$ cat config.mk
export PLATFORM = sky130hd
export DESIGN_NAME = pot_i2c_slave
export DESIGN_NICKNAME = d
export VERILOG_FILES = /design/src/rtl/pot_i2c_pkg.sv /design/src/rtl/i2c_line_sync.sv /design/src/rtl/i2c_byte_shifter.sv /design/src/rtl/pot_i2c_slave.sv
export SDC_FILE = /design/constraint.sdc
export NUM_CORES = 1
export LEC_CHECK = 0
export ABC_AREA = 1
export CAP_MARGIN = 20
export CORE_ASPECT_RATIO = 0.9
export CORE_MARGIN = 8
export CORE_UTILIZATION = 56
export CTS_BUF_LIST = sky130_fd_sc_hd__clkbuf_4 sky130_fd_sc_hd__clkbuf_8 sky130_fd_sc_hd__clkbuf_16
export CTS_CLUSTER_SIZE = 16
export DETAILED_ROUTE_END_ITERATION = 6
export GPL_TIMING_DRIVEN = 1
export PLACE_DENSITY = 0.81
export RECOVER_POWER = 100
export SLEW_MARGIN = 10
export SYNTH_ARGS = -nofsm -noshare
export SYNTH_HDL_FRONTEND = slang
export SYNTH_HIERARCHICAL = 1
export SYNTH_SLANG_ARGS = --single-unit
$ cat constraint.sdc
create_clock -name clk -period 3.65 [get_ports clk]
set_input_delay 0.73 -clock clk [delete_from_list [all_inputs] [get_ports clk]]
set_output_delay 0.73 -clock clk [all_outputs]
set_load 0.1 [all_outputs]
$ cat src/rtl/pot_i2c_pkg.sv
package pot_i2c_pkg;

  // Engine states
  typedef enum logic [2:0] {
    ST_IDLE,      // ignore the bus until START
    ST_RX,        // shifting in a byte
    ST_ACK_SET,   // waiting for SCL low to drive acknowledge
    ST_ACK_HOLD,  // acknowledge driven, waiting for ninth clock to end
    ST_TX,        // shifting out a byte
    ST_TX_ACK     // released, sampling master acknowledge
  } fe_state_t;

  // Byte position codes handed to the command unit
  localparam logic [1:0] IDX_ADDR  = 2'd0;
  localparam logic [1:0] IDX_INSTR = 2'd1;
  localparam logic [1:0] IDX_DATA  = 2'd2;

  // Instruction opcodes (bits 7:4 of the instruction byte) that the front end decodes
  localparam logic [3:0] OP_RD_WIPER = 4'b1001;
  localparam logic [3:0] OP_RD_STORE = 4'b1011;
  localparam logic [3:0] OP_WR_STORE = 4'b1100;

endpackage

$ cat src/rtl/i2c_line_sync.sv
module i2c_line_sync #(
  parameter int STAGES = 2
) (
  input  logic clk,
  input  logic rst,
  input  logic scl_i,
  input  logic sda_i,
  output logic scl_s,
  output logic sda_s,
  output logic scl_rise,
  output logic scl_fall,
  output logic start_det,
  output logic stop_det
);

  logic [1:0] raw;
  logic [1:0] cur;
  logic [1:0] prev;

  assign raw = {scl_i, sda_i};

  generate
    for (genvar g = 0; g < 2; g++) begin : g_line
      logic [STAGES-1:0] chain;
      always_ff @(posedge clk) begin
        if (rst) chain <= '1;
        else     chain <= {chain[STAGES-2:0], raw[g]};
      end
      assign cur[g] = chain[STAGES-1];
    end
  endgenerate

  always_ff @(posedge clk) begin
    if (rst) prev <= 2'b11;
    else     prev <= cur;
  end

  assign scl_s     = cur[1];
  assign sda_s     = cur[0];
  assign scl_rise  =  cur[1] & ~prev[1];
  assign scl_fall  = ~cur[1] &  prev[1];
  assign start_det = prev[1] & cur[1] &  prev[0] & ~cur[0];
  assign stop_det  = prev[1] & cur[1] & ~prev[0] &  cur[0];

endmodule

$ cat src/rtl/i2c_byte_shifter.sv
module i2c_byte_shifter #(
  parameter int BYTE_W = 8,
  parameter int CNT_W  = $clog2(BYTE_W + 1)
) (
  input  logic              clk,
  input  logic              rst,
  input  logic              clr,
  input  logic              ld,
  input  logic [BYTE_W-1:0] ld_val,
  input  logic              inc,
  input  logic              cap,
  input  logic              bit_in,
  input  logic              shl,
  output logic [BYTE_W-1:0] sh,
  output logic [CNT_W-1:0]  cnt
);

  always_ff @(posedge clk) begin
    if (rst) begin
      sh  <= '0;
      cnt <= '0;
    end else if (ld) begin
      sh  <= ld_val;
      cnt <= '0;
    end else if (clr) begin
      cnt <= '0;
    end else if (inc) begin
      cnt <= cnt + CNT_W'(1);
      if (cap) sh <= {sh[BYTE_W-2:0], bit_in};
    end else if (shl) begin
      sh <= {sh[BYTE_W-2:0], 1'b0};
    end
  end

endmodule

$ cat src/rtl/pot_i2c_slave.sv
module pot_i2c_slave
  import pot_i2c_pkg::*;
#(
  parameter int                          BYTE_W      = 8,
  parameter int                          ADDR_W      = 4,
  parameter int                          SYNC_STAGES = 2,
  parameter logic [BYTE_W-ADDR_W-1:0]    TYPE_ID     = 4'b0101
) (
  input  logic              clk,
  input  logic              rst,
  input  logic              scl_i,
  input  logic              sda_i,
  output logic              sda_pull,
  input  logic [ADDR_W-1:0] strap_addr,
  input  logic              nv_busy,
  input  logic              wp_n,
  output logic              rx_valid,
  output logic [1:0]        rx_index,
  output logic [BYTE_W-1:0] rx_byte,
  input  logic [BYTE_W-1:0] tx_data,
  output logic              tx_load,
  output logic              frame_stop
);

  localparam int CNT_W = $clog2(BYTE_W + 1);
  localparam int ID_W  = BYTE_W - ADDR_W;

  logic scl_s, sda_s, scl_rise, scl_fall, start_det, stop_det;

  i2c_line_sync #(.STAGES(SYNC_STAGES)) u_sync (
    .clk(clk), .rst(rst), .scl_i(scl_i), .sda_i(sda_i),
    .scl_s(scl_s), .sda_s(sda_s), .scl_rise(scl_rise), .scl_fall(scl_fall),
    .start_det(start_det), .stop_det(stop_det)
  );

  fe_state_t         state;
  logic [1:0]        idx;
  logic [3:0]        opcode;
  logic              sel;
  logic              ack_more;
  logic              tx_upd;
  logic [BYTE_W-1:0] sh;
  logic [CNT_W-1:0]  cnt;
  logic [BYTE_W-1:0] full;
  logic              accept;
  logic              ev_ok, byte_end, to_tx, sh_ld, sh_clr, sh_inc, sh_shl;

  assign ev_ok    = !start_det && !stop_det;
  assign full     = {sh[BYTE_W-2:0], sda_s};
  assign byte_end = ev_ok && state == ST_RX && scl_rise && cnt == CNT_W'(BYTE_W - 1);
  assign to_tx    = (opcode == OP_RD_WIPER || opcode == OP_RD_STORE) && idx == IDX_DATA;

  assign sh_ld  = ev_ok && scl_fall &&
                  ((state == ST_ACK_HOLD && to_tx) || (state == ST_TX_ACK && ack_more));
  assign sh_clr = start_det || (ev_ok && scl_fall && state == ST_ACK_HOLD);
  assign sh_inc = ev_ok && scl_rise && (state == ST_RX || state == ST_TX);
  assign sh_shl = ev_ok && scl_fall && state == ST_TX &&
                  cnt != '0 && cnt != CNT_W'(BYTE_W);

  i2c_byte_shifter #(.BYTE_W(BYTE_W), .CNT_W(CNT_W)) u_shift (
    .clk(clk), .rst(rst), .clr(sh_clr), .ld(sh_ld), .ld_val(tx_data),
    .inc(sh_inc), .cap(state == ST_RX), .bit_in(sda_s), .shl(sh_shl),
    .sh(sh), .cnt(cnt)
  );

  // Accept decision for the byte completing now
  always_comb begin
    case (idx)
      IDX_ADDR:  accept = full[BYTE_W-1 -: ID_W] == TYPE_ID &&
                          full[ADDR_W-1:0] == strap_addr && !nv_busy;
      IDX_INSTR: accept = 1'b1;
      default:   accept = !(opcode == OP_WR_STORE && !wp_n);
    endcase
  end

  always_ff @(posedge clk) begin
    rx_valid   <= 1'b0;
    tx_load    <= 1'b0;
    frame_stop <= 1'b0;
    tx_upd     <= sh_ld || sh_shl;
    if (rst) begin
      state    <= ST_IDLE;
      sda_pull <= 1'b0;
      idx      <= IDX_ADDR;
      opcode   <= '0;
      sel      <= 1'b0;
      ack_more <= 1'b0;
      rx_index <= IDX_ADDR;
      rx_byte  <= '0;
      tx_upd   <= 1'b0;
    end else if (start_det) begin
      state    <= ST_RX;
      idx      <= IDX_ADDR;
      sel      <= 1'b0;
      sda_pull <= 1'b0;
    end else if (stop_det) begin
      state      <= ST_IDLE;
      sda_pull   <= 1'b0;
      frame_stop <= sel;
      sel        <= 1'b0;
    end else begin
      case (state)
        ST_RX: if (byte_end) begin
          rx_byte  <= full;
          rx_index <= idx;
          if (idx != IDX_DATA) idx <= idx + 2'd1;
          if (accept) begin
            rx_valid <= 1'b1;
            state    <= ST_ACK_SET;
            if (idx == IDX_ADDR)  sel    <= 1'b1;
            if (idx == IDX_INSTR) opcode <= full[BYTE_W-1 -: 4];
          end else begin
            state <= ST_IDLE;
          end
        end
        ST_ACK_SET: if (scl_fall) begin
          sda_pull <= 1'b1;
          state    <= ST_ACK_HOLD;
        end
        ST_ACK_HOLD: if (scl_fall) begin
          sda_pull <= 1'b0;
          if (to_tx) begin
            tx_load <= 1'b1;
            state   <= ST_TX;
          end else begin
            state <= ST_RX;
          end
        end
        ST_TX: begin
          if (tx_upd) sda_pull <= ~sh[BYTE_W-1];
          if (scl_fall && cnt == CNT_W'(BYTE_W)) begin
            sda_pull <= 1'b0;
            state    <= ST_TX_ACK;
          end
        end
        ST_TX_ACK: begin
          if (scl_rise) ack_more <= !sda_s;
          if (scl_fall) begin
            if (ack_more) begin
              tx_load <= 1'b1;
              state   <= ST_TX;
            end else begin
              state <= ST_IDLE;
            end
          end
        end
        default: ;
      endcase
    end
  end

endmodule

==> flow_metrics.tcl, run 1 <==
set metrics [dict create \
    die_x_um 82.44 \
    viasPerCell 5.053 \
    drt_first_pass_iters 4 \
    combPwrFrac_pct 17.9 \
    hold_class "reg2reg" \
    drtIter0Drc 193 \
    max_freq_mhz 365.5 \
    setup_viol 0 \
    synth_fa_ha_area_share_pct 2.250 \
    startpoint_type "flop" \
    synth_mux_area_share_pct 0 \
    maxCapViolations 0 \
    fp.dieH_um 75.80 \
    synth_compound_area_share_pct 12.54 \
    floorplan.initialDensity_pct 59.21 \
    arrival_ns 2.93 \
    synthSimpleGateAreaFrac_pct 35.43 \
    syn_nets 357 \
    synth_area_um2 2225 \
    power_switching_mw 0.2893 \
    finalMaxSlewViolations 0 \
    cp_max_fo 10 \
    crit_chain "inv_1 > nand2_1 > nor2_1 > nor2_1 > nand2_4 > nor3_1 > nand3_2 > nor2_1 > nor2_1" \
    gp_congestion 0.9060 \
    postCtsHoldBufs 0 \
    rows 21 \
    cpMostUsedCell "nor2_1" \
    synth_seq_cells 44 \
    sequentialPowerShare_pct 51.4 \
    synth_edf_count 0 \
    required_ns 3.85 \
    worst_pin_slew_ns 1.277 \
    cell_internal_pwr_mw 0.6884 \
    dp_hpwl_um 3835 \
    placed_area_um2 2585 \
    status "finished clean" \
    async_flop_share_pct 0 \
    first_global_vias 1960 \
    pin_count 32 \
    clockBufferDepth 2 \
    antenna_found_initial 0 \
    met2_length_um 2242 \
    endpoint_kind "flop" \
    rsz0062_at_grt "no" \
    postCtsSetupRepairBufs 0 \
    synthXorXnorAreaFrac_pct 0.3937 \
    routed_wl_um 5063 \
    criticalPathCategory "reg2reg" \
    vias 2107 \
    cts_buffers 5 \
    root_buffer "clkbuf_8" \
    fin_nets 392 \
    drive_above_1_share_pct 4.582 \
    diodes 0 \
    relSlewSlack_pct 14.19 \
    ant_nets 0 \
    drc 0 \
    die_area_um2 6248 \
    stdcell_area_um2 2636 \
    ys.warnings.count 6 \
    synth_area_per_cell_um2 6.641 \
    clock_power_share_pct 30.7 \
    io_buffers 31 \
    grt_max_degree 19 \
    min_period_ns 2.736 \
    grt_overflow 0 \
    synth_top_family_by_area "simple AND/OR/NAND/NOR gates" \
    cts_tree "done" \
    synth-main-ff-cell "dfxtp_1" \
    track_usage_pct 17.72 \
    finalHoldViolations 0 \
    syn_inst 335 \
    clk_pin_slew_ns 0.08 \
    highest_layer "met4" \
    syn2layout_area_growth_pct 18.50 \
    synth-seq-area-share_pct 39.60 \
    core_um2 3757 \
    sw_frac_of_total_pct 29.59 \
    clk_latency_ns 0.30 \
    cts_sinks 44 \
    power_density_nw_per_um2 370.9 \
    grt_pass1_wl_um 8556 \
    wl_per_cell_um 12.14 \
    slowest_stage "nor3_1" \
    skew_ns 0.008109 \
    critPathMaxStageDelay_ns 1.04 \
    wl_met1_um 2433 \
    final.setup.tns_ns 0 \
    period_share_pct 74.96 \
    wl_met3_um 326 \
    cts_resized 0 \
    total_leakage_power_nw 1.292 \
    p_total_mw 0.9777 \
    cts_max_level 2 \
    vdd.ir_drop.worst_mv 0.2418 \
    synth_cell_types 31 \
]
==> stage by stage <==
stage	hold slack (ns)	setup slack, ns	std cells	util (%)
after floorplan	0.3832	1.934	335	-
after global placement	0.3891	1.300	409	68.80
after detailed placement	0.3958	1.242	409	68.80
after CTS	0.4146	1.110	417	71.13
after global routing	0.4238	0.5516	417	70.16
final	0.4148	0.9138	417	70.16
==> per-layer routing <==
layer	vias up	global-route usage (%)
met2	50	27.02
li1	1116	-
met4	0	6.615
met3	7	5.660
met5	-	0
met1	934	22.71
==> power by group through the flow <==
stage / logic [mW] / clock network [mW] / registers, mW
after CTS: 0.177 / 0.309 / 0.502
after global placement: 0.175 / 0 / 0.513
after global routing: 0.200 / 0.325 / 0.505
final: 0.175 / 0.300 / 0.502
after detailed placement: 0.176 / 0 / 0.514
after floorplan: 0.125 / 0 / 0.514
==> area by class of cell <==
type / count / area, um2
fill: 337 / 1121
multi-input combinational: 234 / 1094
sequential: 44 / 880.8
timing repair buffer: 33 / 321.6
inverter: 52 / 195.2
clock buffer: 5 / 68.82
tap: 46 / 57.56
clock inverter: 3 / 18.77
==> critical path: cells and delay by family, from the launching register on <==
| kind | cells | cell delay (ns) |
|---|---|---|
| flops | 1 | 0.43 |
| simple gates | 8 | 2.13 |
| buf+inv | 1 | 0.08 |
==> registers in the layout (all words and copies together) (netlist names), 2 cells and up <==
| signal | flops |
|---|---|
| u_shift/cnt | 4 |
| state | 3 |
| u_sync/g_line.chain | 4 |
| u_sync/prev | 2 |
| rx_byte | 8 |
| idx | 2 |
| rx_index | 2 |
| u_shift/sh | 8 |
| opcode | 4 |
==> Yosys cell counts (2+ instances only) <==
master | number | share of area (%)
a21oi_1 | 25 | 5.6
nand3_1 | 18 | 4.0
nor3_1 | 3 | 0.67
buf_2 | 3 | 0.67
inv_2 | 2 | 0.34
nand2_1 | 90 | 15
inv_1 | 50 | 8.4
ha_1 | 4 | 2.2
nand4_1 | 3 | 0.84
o21ai_0 | 18 | 4.0
nand3_2 | 2 | 0.90
a21oi_2 | 2 | 0.79
or2_1 | 4 | 1.1
dfxtp_1 | 44 | 40
nor2_1 | 49 | 8.3
nand2_4 | 3 | 1.5
==> logic make-up (layout without fill, tap and decap cells) <==
group	Yosys count	after routing
fa+ha+maj	4	4
compound gates	51	51
simple gates	178	178
xor+xnor	1	1
flops	44	44
buf+inv	57	93
==> cells in the final DEF (no fill, tap or decap), drive strengths merged, types with 3 or more instances in the layout <==
| master | netlist | routed |
|---|---|---|
| nor2 | 51 | 51 |
| clkdlybuf4s50 | 0 | 16 |
| dlygate4sd3 | 0 | 15 |
| o21ai | 18 | 18 |
| nand3 | 21 | 21 |
| ha | 4 | 4 |
| clkbuf | 1 | 6 |
| a21oi | 27 | 27 |
| dfxtp | 44 | 44 |
| or2 | 5 | 5 |
| inv | 52 | 52 |
| nor3 | 4 | 4 |
| clkinv | 0 | 3 |
| nand4 | 3 | 3 |
| nand2 | 94 | 94 |
==> final timing paths <==
| kind | startpoint | endpoint | slack (ns) | cells past startpoint |
|---|---|---|---|---|
| setup / recovery | u_sync/g_line[0].chain[1] | opcode[2] | 0.91 | 9 |
| hold / removal | u_sync/g_line[1].chain[0] | u_sync/g_line[1].chain[1] | 0.41 | 1 |
| setup reg to reg | u_sync/g_line[0].chain[1] | opcode[2] | 0.91 | 9 |
| hold reg to reg | u_sync/g_line[1].chain[0] | u_sync/g_line[1].chain[1] | 0.41 | 1 |
Power figures use the tool's default switching activity.
==> run 2, diff against run 1 <==
--- a/config.mk
+++ b/config.mk
@@ -9,12 +9,12 @@
 export CAP_MARGIN = 20
 export CORE_ASPECT_RATIO = 0.9
 export CORE_MARGIN = 8
-export CORE_UTILIZATION = 56
+export CORE_UTILIZATION = 49
 export CTS_BUF_LIST = sky130_fd_sc_hd__clkbuf_4 sky130_fd_sc_hd__clkbuf_8 sky130_fd_sc_hd__clkbuf_16
 export CTS_CLUSTER_SIZE = 16
 export DETAILED_ROUTE_END_ITERATION = 6
 export GPL_TIMING_DRIVEN = 1
-export PLACE_DENSITY = 0.81
+export PLACE_DENSITY = 0.75
 export RECOVER_POWER = 100
 export SLEW_MARGIN = 10
 export SYNTH_ARGS = -nofsm -noshare
==> constraint.sdc (replaced) <==
create_clock -name clk -period 2.47 [get_ports clk]
set_input_delay 0.494 -clock clk [delete_from_list [all_inputs] [get_ports clk]]
set_output_delay 0.494 -clock clk [all_outputs]
set_load 0.1 [all_outputs]
==> run 2 against run 1 <==
Effect of this change:
- worst setup slack got worse by 0.54 ns
- clock-buffer cell count increased by 1
- via count grew 0.52%
- routed wire length grew 2.7%
- combinational power up 52%
- critical path type unchanged
- sequential share of layout area increased by 0.65 points
- critical endpoint is now u_shift/sh[5]
- flip-flop and latch count did not move
- utilization fell by 11 points
- global-route usage down 2.3 points
==> flow_metrics.tcl, run 2 (synthesis gave the netlist of run 1 again) <==
set metrics [dict create \
    status "finished clean" \
    endpoint_kind "flop" \
    r2r_cells 11 \
    routed_wl_um 5200 \
    hold_class "reg2reg" \
    antenna_found_initial 0 \
    power_density_nw_per_um2 570.9 \
    drc 0 \
    hold-path-endpoint "u_sync/g_line[1].chain[1]" \
    arrival_ns 2.32 \
    critPathMaxStageDelay_ns 0.47 \
    ant_nets 0 \
    syn2layout_area_growth_pct 16.25 \
    drive_above_1_share_pct 5.094 \
    grt_use_met1_pct 19.75 \
    cp.buffers_inverters 3 \
    period_share_pct 85.05 \
    max_freq_mhz 476.0 \
    cpMostUsedCell "nand2_1" \
    hold_depth 1 \
    cts_max_level 2 \
    cts_sinks 44 \
    top_regs "rx_byte: 8 flops, u_shift/sh: 8 flops" \
    cp_max_fo 8 \
    utilization_pct 58.74 \
    r2r_start "state[1]" \
    use_met2_pct 25.30 \
    maxCapViolations 0 \
    layout_common_cells "nand2_1, inv_1, nor2_1" \
    relSlewSlack_pct 21.09 \
    clk_latency_ns 0.29 \
    rsz0062_at_grt "no" \
    skew_ns 0.003268 \
    reg2reg_to "u_shift/sh[5]" \
    grt_max_degree 19 \
    fp.dieH_um 79.92 \
    critPathLaunch "state[1]" \
    cts_buffers 5 \
    final.setup.tns_ns 0 \
    slowest_stage "a21oi_1" \
    rows 23 \
    floorplan.initialDensity_pct 50.53 \
    postCtsSetupRepairBufs 0 \
    fin_hold_ws_ns 0.4185 \
    fin_nets 394 \
    pin_count 32 \
    crit_chain "inv_1 > nand2_1 > nor2_1 > inv_1 > a21oi_1 > inv_2 > nand2_1 > nand3_4 > nand2_4 > nand2_1 > a21oi_1" \
    criticalPathCategory "reg2reg" \
    startpoint_type "flop" \
    total_leakage_power_nw 1.220 \
    rrSetupSlack_ns 0.37 \
    finalMaxSlewViolations 0 \
    grt_pass1_wl_um 8625 \
    grt_overflow 0 \
    clk_pin_slew_ns 0.08 \
    viasPerCell 4.869 \
    track_usage_pct 15.44 \
    cts_resized 0 \
    setup_viol 0 \
    die_x_um 87.03 \
    mostFrequentLayoutCell "nand2_1" \
    drt_first_pass_iters 4 \
    path_delay_family "simple AND/OR/NAND/NOR gates" \
    die_area_um2 6955 \
    vdd.ir_drop.worst_mv 0.3002 \
    use_met3_pct 3.601 \
    postCtsHoldBufs 0 \
    clockBufferDepth 2 \
    root_buffer "clkbuf_8" \
    core_um2 4403 \
    finalHoldViolations 0 \
    busiest_layer "met2" \
    gp_congestion 0.8914 \
    cts_tree "done" \
    first_global_vias 1938 \
    min_from "u_sync/g_line[1].chain[0]" \
    vias 2118 \
    io_buffers 31 \
    worst_pin_slew_ns 1.189 \
    min_period_ns 2.101 \
    drtIter0Drc 122 \
    required_ns 2.69 \
    dp_hpwl_um 3895 \
    wl_per_cell_um 11.95 \
    diodes 0 \
]
run 2: changes by cell type in the layout (fill, tap and decap cells not counted), moves of 2 or more:
cell | before | now
dlygate4sd3_1 | 15 | 1
inv_2 | 0 | 2
clkbuf_1 | 1 | 17
inv_1 | 52 | 50
run 2: metrics by stage:
step / instances / area [um2] / power [mW] / worst slack, ns
after floorplan: 335 / 2225 / 0.9449 / 0.7535
after global placement: 427 / 2585 / 1.021 / 0.5536
after detailed placement: 427 / 2585 / 1.020 / 0.4982
after CTS: 435 / 2678 / 1.487 / 0.4236
after global routing: 435 / 2586 / 1.554 / 0.1065
final: 435 / 2586 / 1.477 / 0.3692
run 2: cell type report:
cell class              count  area (um2)
repair buffers             35       241.5
multi-input cells         234        1099
clock buffers               6       82.58
inverters                  52       195.2
clock inverters             2       10.01
fillers                   432        1817
well taps                  62       77.57
flip-flops and latches     44       880.8
run 2: worst reg2reg max path, cell delays in order (launching register included):
cell	delay, ns
dfxtp_1	0.32
inv_1	0.14
nand2_1	0.11
nor2_1	0.18
inv_1	0.11
a21oi_1	0.47
inv_2	0.14
nand2_1	0.13
nand3_4	0.13
nand2_4	0.13
nand2_1	0.06
a21oi_1	0.12
run 2: how the worst max path moves through the flow:
stage | endpoint | depth (start not counted)
after floorplan | u_shift/sh[1] | 12
after global placement | u_shift/sh[1] | 12
after detailed placement | u_shift/sh[5] | 12
after CTS | u_shift/sh[5] | 12
after global routing | u_shift/sh[3] | 11
final | u_shift/sh[5] | 11
run 2: routing by layer:
metal | wire length, um | share of wire (%)
met1 | 2537 | 49
met2 | 2321 | 45
met3 | 306 | 5.9
met4 | 35 | 0.67
met5 | 0 | 0
run 2: where the power goes:
group | total, mW | internal, mW | switching (mW) | leakage [nW]
Combinational | 0.266 | 0.0939 | 0.172 | 0.813
Sequential | 0.741 | 0.728 | 0.0138 | 0.356
Clock | 0.469 | 0.224 | 0.245 | 0.0510
Total | 1.48 | 1.04 | 0.432 | 1.22
